File: src/rtl/eamg_pkg.sv
package eamg_pkg;
    localparam int BYTE_W   = 8;
    localparam int MAX_DISP = 4;
    localparam int LEN_W    = 3;

    typedef enum logic [1:0] {
        WAIT_MODRM = 2'd0,
        WAIT_SIB   = 2'd1,
        WAIT_DISP  = 2'd2,
        RESULT     = 2'd3
    } ea_state_t;

    localparam logic [2:0] SEG_SS = 3'd2;
    localparam logic [2:0] SEG_DS = 3'd3;
endpackage

File: src/rtl/eamg_ctl.sv
module eamg_ctl
    import eamg_pkg::*;
#(
    parameter int NUM_SEG = 6
) (
    input  logic               clk,
    input  logic               rst_n,
    input  logic               byte_valid,
    input  logic [BYTE_W-1:0]  byte_data,
    input  logic               mode32_in,
    input  logic [NUM_SEG-1:0] seg_ovr_in,
    output logic               byte_ready,
    output logic               done,
    output logic               modrm_take,
    output logic               disp_take,
    output logic [1:0]         disp_idx,
    output logic [1:0]         mod_q,
    output logic [2:0]         reg_q,
    output logic [2:0]         rm_q,
    output logic [BYTE_W-1:0]  sib_q,
    output logic               mode32_q,
    output logic [NUM_SEG-1:0] ovr_q,
    output logic [LEN_W-1:0]   disp_len_q,
    output logic [LEN_W-1:0]   bytes_used
);
    ea_state_t        state_q, state_d;
    logic [LEN_W-1:0] len_d;
    logic [1:0]       cnt_q;
    logic             has_sib_q;
    logic             accept;
    logic             need_sib;

    assign accept   = byte_valid && byte_ready;
    assign need_sib = mode32_in && (byte_data[7:6] != 2'd3) && (byte_data[2:0] == 3'd4);

    function automatic logic [LEN_W-1:0] first_len(input logic [1:0] m, input logic [2:0] r,
                                                   input logic wide);
        logic [LEN_W-1:0] n;
        unique case (m)
            2'd0:    n = wide ? ((r == 3'd5) ? LEN_W'(4) : '0) : ((r == 3'd6) ? LEN_W'(2) : '0);
            2'd1:    n = LEN_W'(1);
            2'd2:    n = wide ? LEN_W'(4) : LEN_W'(2);
            default: n = '0;
        endcase
        return n;
    endfunction

    // next state
    always_comb begin
        state_d = state_q;
        len_d   = disp_len_q;
        unique case (state_q)
            WAIT_MODRM: if (accept) begin
                len_d = first_len(byte_data[7:6], byte_data[2:0], mode32_in);
                if (byte_data[7:6] == 2'd3)      state_d = RESULT;    // T_DIRECT
                else if (need_sib)               state_d = WAIT_SIB;  // T_TO_SIB
                else if (len_d != '0)            state_d = WAIT_DISP; // T_TO_DISP
                else                             state_d = RESULT;    // T_DIRECT
            end
            WAIT_SIB: if (accept) begin
                if (mod_q == 2'd0 && byte_data[2:0] == 3'd5) len_d = LEN_W'(4);
                state_d = (len_d != '0) ? WAIT_DISP : RESULT;         // T_SIB_DISP / T_SIB_END
            end
            WAIT_DISP: if (accept) begin
                if ((LEN_W'(cnt_q) + LEN_W'(1)) == disp_len_q) state_d = RESULT; // T_DISP_END
            end
            RESULT:    state_d = WAIT_MODRM;                          // T_RETURN
            default:   state_d = WAIT_MODRM;
        endcase
    end

    // state register
    always_ff @(posedge clk or negedge rst_n) begin
        if (!rst_n) state_q <= WAIT_MODRM;
        else        state_q <= state_d;
    end

    // captured fields
    always_ff @(posedge clk or negedge rst_n) begin
        if (!rst_n) begin
            mod_q <= '0; reg_q <= '0; rm_q <= '0; sib_q <= '0;
            mode32_q <= 1'b0; ovr_q <= '0; disp_len_q <= '0;
            cnt_q <= '0; has_sib_q <= 1'b0;
        end else if (accept) begin
            unique case (state_q)
                WAIT_MODRM: begin
                    mod_q      <= byte_data[7:6];
                    reg_q      <= byte_data[5:3];
                    rm_q       <= byte_data[2:0];
                    mode32_q   <= mode32_in;
                    ovr_q      <= seg_ovr_in;
                    sib_q      <= '0;
                    has_sib_q  <= need_sib;
                    disp_len_q <= len_d;
                    cnt_q      <= '0;
                end
                WAIT_SIB: begin
                    sib_q      <= byte_data;
                    disp_len_q <= len_d;
                end
                WAIT_DISP: cnt_q <= cnt_q + 2'd1;
                default:   cnt_q <= cnt_q;
            endcase
        end
    end

    // outputs
    always_comb begin
        byte_ready = (state_q != RESULT);
        done       = (state_q == RESULT);
        modrm_take = accept && (state_q == WAIT_MODRM);
        disp_take  = accept && (state_q == WAIT_DISP);
        disp_idx   = cnt_q;
        bytes_used = LEN_W'(1) + LEN_W'(has_sib_q) + disp_len_q;
    end
endmodule

File: src/rtl/eamg_disp.sv
module eamg_disp
    import eamg_pkg::*;
#(
    parameter int GPR_W = 32
) (
    input  logic              clk,
    input  logic              rst_n,
    input  logic              clear,
    input  logic              take,
    input  logic [1:0]        idx,
    input  logic [BYTE_W-1:0] din,
    input  logic [LEN_W-1:0]  len,
    output logic [GPR_W-1:0]  disp
);
    logic [BYTE_W-1:0] lane_q [MAX_DISP];

    for (genvar g = 0; g < MAX_DISP; g++) begin : g_lane
        always_ff @(posedge clk or negedge rst_n) begin
            if (!rst_n)                          lane_q[g] <= '0;
            else if (clear)                      lane_q[g] <= '0;
            else if (take && idx == 2'(g))       lane_q[g] <= din;
        end
    end

    always_comb begin
        unique case (len)
            LEN_W'(1): disp = GPR_W'($signed(lane_q[0]));
            LEN_W'(2): disp = GPR_W'($signed({lane_q[1], lane_q[0]}));
            LEN_W'(4): disp = GPR_W'({lane_q[3], lane_q[2], lane_q[1], lane_q[0]});
            default:   disp = '0;
        endcase
    end
endmodule

File: src/rtl/eamg_addr.sv
module eamg_addr #(
    parameter int GPR_W   = 32,
    parameter int NUM_GPR = 8
) (
    input  logic [NUM_GPR*GPR_W-1:0] gpr_flat,
    input  logic [1:0]               mod_f,
    input  logic [2:0]               rm_f,
    input  logic [7:0]               sib,
    input  logic                     wide,
    input  logic [GPR_W-1:0]         disp,
    output logic [GPR_W-1:0]         offset,
    output logic                     stack_based
);
    localparam int HALF = 16;
    localparam int RBX = 3, RSP = 4, RBP = 5, RSI = 6, RDI = 7;

    logic [GPR_W-1:0] r [NUM_GPR];
    for (genvar g = 0; g < NUM_GPR; g++) begin : g_unpack
        assign r[g] = gpr_flat[g*GPR_W +: GPR_W];
    end

    logic [HALF-1:0]  narrow_sum;
    logic [GPR_W-1:0] base_v, index_v;
    logic [2:0]       b_code, i_code;

    assign b_code = sib[2:0];
    assign i_code = sib[5:3];

    always_comb begin
        offset      = '0;
        stack_based = 1'b0;
        narrow_sum  = '0;
        base_v      = '0;
        index_v     = '0;
        if (mod_f == 2'd3) begin
            offset = '0;
        end else if (!wide) begin
            unique case (rm_f)
                3'd0: narrow_sum = r[RBX][HALF-1:0] + r[RSI][HALF-1:0];
                3'd1: narrow_sum = r[RBX][HALF-1:0] + r[RDI][HALF-1:0];
                3'd2: begin narrow_sum = r[RBP][HALF-1:0] + r[RSI][HALF-1:0]; stack_based = 1'b1; end
                3'd3: begin narrow_sum = r[RBP][HALF-1:0] + r[RDI][HALF-1:0]; stack_based = 1'b1; end
                3'd4: narrow_sum = r[RSI][HALF-1:0];
                3'd5: narrow_sum = r[RDI][HALF-1:0];
                3'd6: if (mod_f != 2'd0) begin
                          narrow_sum  = r[RBP][HALF-1:0];
                          stack_based = 1'b1;
                      end
                default: narrow_sum = r[RBX][HALF-1:0];
            endcase
            offset = GPR_W'(HALF'(narrow_sum + disp[HALF-1:0]));
        end else if (rm_f == 3'd4) begin
            if (b_code == 3'd5 && mod_f == 2'd0) base_v = '0;
            else                                 base_v = r[b_code];
            stack_based = (b_code == 3'(RSP)) || (b_code == 3'(RBP) && mod_f != 2'd0);
            if (i_code != 3'(RSP)) index_v = r[i_code] << sib[7:6];
            offset = base_v + index_v + disp;
        end else if (rm_f == 3'd5 && mod_f == 2'd0) begin
            offset = disp;
        end else begin
            offset      = r[rm_f] + disp;
            stack_based = (rm_f == 3'(RBP));
        end
    end
endmodule

File: src/rtl/eamg_seg.sv
module eamg_seg
    import eamg_pkg::*;
#(
    parameter int NUM_SEG = 6
) (
    input  logic [NUM_SEG-1:0] ovr,
    input  logic               stack_based,
    output logic [2:0]         seg_code,
    output logic               conflict
);
    logic [$clog2(NUM_SEG+1)-1:0] hits;

    always_comb begin
        hits     = '0;
        seg_code = stack_based ? SEG_SS : SEG_DS;
        for (int i = 0; i < NUM_SEG; i++) begin
            if (ovr[i]) begin
                hits = hits + 1'b1;
                seg_code = 3'(i);
            end
        end
        conflict = (hits > 1);
        if (conflict) seg_code = SEG_DS;
    end
endmodule

File: src/rtl/eamg_top.sv
module eamg_top
    import eamg_pkg::*;
#(
    parameter int GPR_W   = 32,
    parameter int NUM_GPR = 8,
    parameter int NUM_SEG = 6
) (
    input  logic                     clk,
    input  logic                     rst_n,
    input  logic                     byte_valid,
    input  logic [7:0]               byte_data,
    output logic                     byte_ready,
    input  logic                     mode32,
    input  logic [NUM_SEG-1:0]       seg_ovr,
    input  logic [NUM_GPR*GPR_W-1:0] gpr_flat,
    output logic                     done,
    output logic [GPR_W-1:0]         ea_offset,
    output logic [2:0]               seg_sel,
    output logic [2:0]               bytes_used,
    output logic                     seg_err,
    output logic                     reg_direct,
    output logic [2:0]               reg_field,
    output logic [2:0]               rm_field
);
    logic               modrm_take, disp_take, mode32_q, stack_based;
    logic [1:0]         disp_idx, mod_q;
    logic [2:0]         reg_q, rm_q;
    logic [7:0]         sib_q;
    logic [NUM_SEG-1:0] ovr_q;
    logic [LEN_W-1:0]   disp_len_q;
    logic [GPR_W-1:0]   disp_v;

    eamg_ctl #(.NUM_SEG(NUM_SEG)) ctl_i (
        .clk(clk), .rst_n(rst_n), .byte_valid(byte_valid), .byte_data(byte_data),
        .mode32_in(mode32), .seg_ovr_in(seg_ovr), .byte_ready(byte_ready), .done(done),
        .modrm_take(modrm_take), .disp_take(disp_take), .disp_idx(disp_idx),
        .mod_q(mod_q), .reg_q(reg_q), .rm_q(rm_q), .sib_q(sib_q), .mode32_q(mode32_q),
        .ovr_q(ovr_q), .disp_len_q(disp_len_q), .bytes_used(bytes_used)
    );

    eamg_disp #(.GPR_W(GPR_W)) disp_i (
        .clk(clk), .rst_n(rst_n), .clear(modrm_take), .take(disp_take), .idx(disp_idx),
        .din(byte_data), .len(disp_len_q), .disp(disp_v)
    );

    eamg_addr #(.GPR_W(GPR_W), .NUM_GPR(NUM_GPR)) addr_i (
        .gpr_flat(gpr_flat), .mod_f(mod_q), .rm_f(rm_q), .sib(sib_q), .wide(mode32_q),
        .disp(disp_v), .offset(ea_offset), .stack_based(stack_based)
    );

    eamg_seg #(.NUM_SEG(NUM_SEG)) seg_i (
        .ovr(ovr_q), .stack_based(stack_based), .seg_code(seg_sel), .conflict(seg_err)
    );

    assign reg_direct = (mod_q == 2'd3);
    assign reg_field  = reg_q;
    assign rm_field   = rm_q;
endmodule

File: config.mk
export PLATFORM = sky130hd
export DESIGN_NAME = eamg_top
export DESIGN_NICKNAME = d
export VERILOG_FILES = /design/src/rtl/eamg_pkg.sv /design/src/rtl/eamg_ctl.sv /design/src/rtl/eamg_disp.sv /design/src/rtl/eamg_addr.sv /design/src/rtl/eamg_seg.sv /design/src/rtl/eamg_top.sv
export SDC_FILE = /design/constraint.sdc
export NUM_CORES = 1
export LEC_CHECK = 0
export BUFFER_PORTS_ARGS = -buffer_cell sky130_fd_sc_hd__buf_2
export CAP_MARGIN = 30
export CORE_UTILIZATION = 59
export DETAILED_ROUTE_END_ITERATION = 7
export GPL_ROUTABILITY_DRIVEN = 0
export HOLD_SLACK_MARGIN = 0.15
export PLACE_DENSITY = 0.83
export SLEW_MARGIN = 25
export SYNTH_ARGS = -nofsm -noshare
export SYNTH_HDL_FRONTEND = slang
export SYNTH_SLANG_ARGS = --single-unit
File: constraint.sdc
create_clock -name clk -period 8.2 [get_ports clk]
set_clock_uncertainty 0.05 [all_clocks]
set_input_delay 1.23 -clock clk [delete_from_list [all_inputs] [get_ports clk]]
set_output_delay 1.23 -clock clk [all_outputs]
set_load 0.005 [all_outputs]
# [Yosys cells after proc, flatten, opt, wreduce, memory -nomap -nowiden]
# Cells that the tools add are included.
[totals] register_bits=63 elab_cells=182
[classes] eq_ne=32 reduce_logical=35 n_bitwise=3 magnitude_cmp=4 n_addsub=17 shifts=1 n_mux=76
[op_table] cell="32-bit 2-to-1 mux" n=18
[op_table] cell="32-bit binary-select mux with 3-bit select" n=3
[op_table] cell="16-bit case mux with 7 select lines" n=1
[op_table] cell="32-bit adder" n=3
[op_table] cell="32-bit case mux with 3 select lines" n=1
[op_table] cell="16-bit adder" n=5
[op_table] cell="8-bit 2-to-1 mux" n=8
[op_table] cell="3-bit 2-to-1 mux" n=21
[op_table] cell="16-bit 2-to-1 mux" n=3
[op_table] cell="32-bit by 2-bit << shifter with 32-bit output" n=1
[op_table] cell="3-bit == test (second input constant)" n=9
[op_table] cell="8-bit case mux with 2 select lines" n=1
[op_table] cell="2-bit == test (second input constant)" n=7
[op_table] cell="2-bit 2-to-1 mux" n=7
[op_table] cell="2-bit nonzero test" n=7
[op_table] cell="1-bit logical AND" n=13
[op_table] cell="3-bit by 1-bit adder with 3-bit output (second input constant)" n=4
[op_table] cell="4-bit >= comparator (second input constant)" n=3
[op_table] cell="3-bit inverter with 4-bit output" n=3
[op_table] cell="3-bit by 2-bit == test with 1-bit output (second input constant)" n=3
[op_table] cell="1-bit 2-to-1 mux" n=9
[op_table] cell="3-bit case mux with 3 select lines" n=1
[op_table] cell="2-bit zero test" n=4
[op_table] cell="2-bit by 1-bit != test with 1-bit output (second input constant)" n=4
[op_table] cell="other kinds (20)" n=29

# [Depth between registers and ports, before layout]
[depth] word_depth=14 ltp_mapped=29 mapped_depth_nobuf=26

# [Cells and area by module]
# From an unflattened synthesis, not the netlist that was laid out.
[hier_totals] hier_cells=1902 area_unflattened_um2=17730.8
[modules_own_cells] module="eamg_addr" area_each_um2=13927.1 cells_each=1531 seq_area_each_um2=0.0 n_inst=1
[modules_own_cells] module="eamg_disp" area_each_um2=1909.3 cells_each=196 seq_area_each_um2=800.8 n_inst=1
[modules_own_cells] module="eamg_ctl" area_each_um2=1472.7 cells_each=122 seq_area_each_um2=775.7 n_inst=1
[modules_own_cells] module="eamg_seg" area_each_um2=415.4 cells_each=52 seq_area_each_um2=0.0 n_inst=1
[modules_own_cells] module="eamg_top" area_each_um2=6.3 cells_each=1 seq_area_each_um2=0.0 n_inst=1

# [Worst setup path before layout]
# No wires, ideal clock.
[synth_path] path_kind="reg-to-output" start="register ctl_i.rm_q[1]" end="output port ea_offset[15]" path_buffers=2 slack_ns=1.902 arrival_ns=5.018 required_ns=6.920 path_stages_with_launch=27 path_cell_list="dfrtp_1 > buf_2 > nor2_1 > and2_1 > clkbuf_1 > mux2_2 > ha_1 > fa_1 > a21o_1 > a21oi_1 > o21bai_1 > a31oi_1 > o21bai_1 > nor2_1 > xnor2_1 > a222oi_1 > a21oi_1 > ha_1 > or3_1 > o21ai_0 > a31oi_1 > nand4_1 > nand4b_1 > a21oi_1 > xor2_1 > xnor2_1 > o2111a_1"
[synth_between] elab_chain_cells=9 word_cells_on_any_way=21 cone_classes="add/sub (2); eq/ne (6); mux (10); bitwise (1); reduce/logical (2)"
[synth_lines] item="start: declaration" line="eamg_ctl.sv:19" source="output logic [2:0] rm_q,"
[synth_lines] item="start signal: assignment" line="eamg_ctl.sv:89" source="rm_q <= byte_data[2:0];"
[synth_lines] item="3-bit inverter with 4-bit output (implied by the code)" line="eamg_addr.sv:61" source="offset = r[rm_f] + disp;"
[synth_lines] item="32-bit binary-select mux with 3-bit select" line="eamg_addr.sv:61"
[synth_lines] item="32-bit 2-to-1 mux (implied by the code) (2 in series)" line="eamg_addr.sv:61"
[synth_lines] item="32-bit adder" line="eamg_addr.sv:61"
[synth_lines] item="32-bit 2-to-1 mux" line="eamg_addr.sv:58" source="end else if (rm_f == 3'd5 && mod_f == 2'd0) begin"
[synth_lines] item="32-bit 2-to-1 mux" line="eamg_addr.sv:52" source="end else if (rm_f == 3'd4) begin"
[synth_lines] item="32-bit 2-to-1 mux (*)" line="eamg_addr.sv:37" source="end else if (!wide) begin"
[synth_lines] item="32-bit 2-to-1 mux (*)" line="eamg_addr.sv:35" source="if (mod_f == 2'd3) begin"
[synth_lines] item="end: declaration" line="eamg_top.sv:17" source="output logic [GPR_W-1:0] ea_offset,"
# Every way passes the cells marked *; elsewhere a longest branch is shown, timed or not. The select of a mux whose other input is x is not followed.

# [Final worst setup path]
# Same ends and word-level chain as after synthesis.

==> impl_summary.log <==
[metrics] run status: completed
[metrics] post-route minimum period: around 7.6 ns
[metrics] peak fanout along the critical path: 44
[metrics] Worst Max-Slew Pin Slew: 0.940 ns
[metrics] detailed-route wire length: 60000 microns
[metrics] maximum number of pins on one net before global-route repair: 64
[metrics] post-route setup slack: 0.592 ns
[metrics] core area: 28600 sq um
[metrics] pre-CTS worst setup slack: 1.10 ns
[metrics] startpoint-to-endpoint class of the critical path: flop to output port
[metrics] Port Buffer Count: 321
[metrics] most used routing layer in global routing: met2
[metrics] hold slack final: about 0.43 ns
[metrics] Total Nets Final: 2593
[metrics] syn_area_per_cell: 8.93 sq um
[metrics] Tot GR Track Use: 40.9%
[metrics] TritonCTS sink count: 63
[metrics] synthesis warning total: 0
[metrics] worst endpoint required time: 6.92 ns
[metrics] Top FF cell, synth: dfrtp_1
[metrics] clock tree from TritonCTS: built
[metrics] endpoint type of the worst setup path: output port
[metrics] via density per instance: 6.99
[metrics] number of CTS-inserted buffers: 9
[metrics] cell count after synthesis: 1918
[metrics] count of routing violations after the opening detailed-route iteration: between 1.5k and 2k
[metrics] drt pass-1 iters: 7
[metrics] final HPWL from detailed placement: between 40000 and 50000 microns
[metrics] flip-flop and latch count after synthesis: 63
[metrics] Rel. slew slack: 37.1%
[metrics] Overflow after GRT: 0
[metrics] count of standard-cell rows: 62
[metrics] Setup TNS: 0 ns
[metrics] startpoint types: flop
[metrics] number of pins exceeding their max-slew limit in the final report: 0
[metrics] clock latency of the later-clocked register in the worst-skew pair: 0.33 ns
[metrics] Routed Antenna Nets: 0
[metrics] deepest level of the CTS H-tree: 3
[metrics] global routing usage on met1: 46.3%
[metrics] Max Cap Viol: 0
[metrics] share of final-layout standard cells stronger than drive strength 1: ~31%
[metrics] endpoint arrival time on the critical path: 6.33 ns
[metrics] CTS-repair resized insts: 0
[metrics] number of enable flip-flop cells after synthesis: 0
[metrics] Min-Delay Path Class: flop to flop
[metrics] buffers from clock root to sink, at most: 2
[metrics] final count of negative-setup-slack endpoints: 0
[metrics] sequential fraction of the synthesis area: 9.20%
[metrics] worst-path cell with the longest stage delay: dfrtp_4
[metrics] num ports: 322
[metrics] postcts setup bufs: 0
[metrics] number of library cell types mapped by synthesis: 81
[metrics] most prevalent standard cell on the critical path: a21oi_1
[metrics] Chip Height: 172 microns
[metrics] number of antenna violations at the first check in global routing: 9
[metrics] clock input transition at the sequential cells of the worst setup and hold paths: 0.06 ns
[metrics] maximum clock rate: 131 MHz
[metrics] met2 Usage GRT: 63.9%
[metrics] first-pass GRT wire length: 92600 microns
[metrics] DRC viols: 0
[metrics] clock root buffer: clkbuf_16
[metrics] commonest non-fill, non-tap cells in the layout: 322 x buf_2, 250 x nand2_1, 192 x mux4_2, 141 x nor2_1, 126 x a21oi_1
[metrics] leading cell type in the layout, fill and taps excluded: buf_2
[metrics] Initial Utilization: about three fifths
[metrics] final clock period utilization by the worst path: 92.8%
[metrics] hold-fix buffers at CTS: 0
[metrics] met3 demand-to-capacity share in global routing: 11.7%
[metrics] cell family with the largest share of critical-path delay: compound AO/OA/AOI/OAI gates
[metrics] FFs w/ async S/R, synth: 100%
[metrics] largest incremental delay on the critical path: roughly 0.8 ns
[metrics] WP buf/inv: 2
[metrics] total number of vias: between 15k and 20k
[metrics] Post-Synthesis Cell Area: 17100 sq um
[metrics] Final Hold Viols: 0
[metrics] DIE WIDTH: 172 microns
[metrics] number of global-route vias before repair: 17.6k
[metrics] Total Die Area: 29700 sq um
[metrics] area delta synth->final: 13.0%
[metrics] Mapped Nets: 2351
[metrics] unrepaired setup endpoints after global routing: no
[metrics] wire length per cell after detailed routing: 23.5 microns
## sequential cells by signal (all words and copies together) (netlist names)
| register | cells |
|---|---|
| ctl_i.ovr_q | 6 |
| ctl_i.sib_q | 8 |
| ctl_i.has_sib_q | 1 |
| ctl_i.state_q | 2 |
| ctl_i.disp_len_q | 3 |
| ctl_i.mod_q | 2 |
| ctl_i.mode32_q | 1 |
| ctl_i.disp_idx | 2 |
| ctl_i.reg_q | 3 |
| disp_i.lane_q | 32 |
| ctl_i.rm_q | 3 |
## layer usage
layer  vias up  part of all wire (%)  routed length, microns
met3       390                    12                    7200
met2      1353                    45                   26900
li1       7828                     -                       -
met1      8294                    34                   20100
met5         -                 0.035                      21
met4         2                   9.6                    5750
## cells by family after synthesis
kind of cell,after synthesis,share of synthesized area (%)
buffers and inverters,191,4.28
adders and majority gates,159,13.2
muxes,334,34.1
AOI/OAI and AO/OA,506,19.4
and+or+nand+nor,565,14.6
DFF,63,9.20
xor gates and xnor gates,100,5.11
## synth_stat cells (11+ instances only)
library cell	instances	area (sq um)
xnor2_1	57	499
a22o_1	12	105
clkbuf_1	84	315
dfrtp_1	63	1580
a21oi_1	128	641
a21o_1	36	270
mux2_2	78	878
o22ai_1	35	219
nand3_1	32	160
nor2b_1	33	206
nor3_1	26	130
a211oi_1	29	218
ha_1	122	1530
or3_1	11	68.8
mux4_2	192	4320
buf_2	13	65.1
buf_1	28	105
o22a_1	13	114
mux2i_1	63	631
a31oi_1	15	93.8
o21ai_1	18	90.1
nand2b_1	17	106
o211ai_1	19	143
o21bai_1	11	82.6
xor2_1	43	377
o21ai_0	101	505
and2_1	15	93.8
nor2_1	142	533
inv_1	65	244
nand2_1	250	938
fa_1	37	741
o21a_1	11	82.6
## worst paths after layout
check / start / endpoint / slack (ns) / depth (start not counted)
worst max-delay path: ctl_i.rm_q[1] / ea_offset[15] / 0.59 / 25
worst min-delay path: ctl_i.reg_q[0] / ctl_i.reg_q[0] / 0.43 / 2
worst max register to register: ctl_i.state_q[0] / disp_i.lane_q[19] / 5.56 / 7
worst min register to register: ctl_i.reg_q[0] / ctl_i.reg_q[0] / 0.43 / 2
max in group asynchronous: rst_n / ctl_i.rm_q[0] / 6.47 / 2
min in group asynchronous: rst_n / disp_i.lane_q[12] / 1.03 / 2
## area by class of cell
cell class | instances | area [sq um]
antenna | 8 | 20.0
sequential | 63 | 1600
clock buffer | 14 | 264
tap | 384 | 480
timing repair buffer | 356 | 1910
clock inverter | 1 | 5.00
inverter | 66 | 248
multi-input combinational | 1664 | 14800
fill | 2289 | 9260
## worst reg2reg max path, delay by kind of cell (launching register included)
family | cells | cell delay, ns
AO/OA/AOI/OAI | 2 | 0.33
adder cells (fa/ha/maj) | 1 | 0.24
buffers and inverters | 1 | 0.26
flip-flops | 1 | 0.42
AND/OR/NAND/NOR | 3 | 1.21
## metrics by stage
step | cells | utilization, % | cell area [sq um]
global route | 2553 | 67.6 | 19400
global placement | 2529 | 66.4 | 19000
detailed placement | 2529 | 66.4 | 19000
CTS | 2544 | 67.4 | 19300
finish | 2556 | 67.7 | 19400
floorplan | 1918 | - | 17100
Power is not shown: default switching activity piles up to over one toggle a cycle in this logic, so the estimate is an artifact.
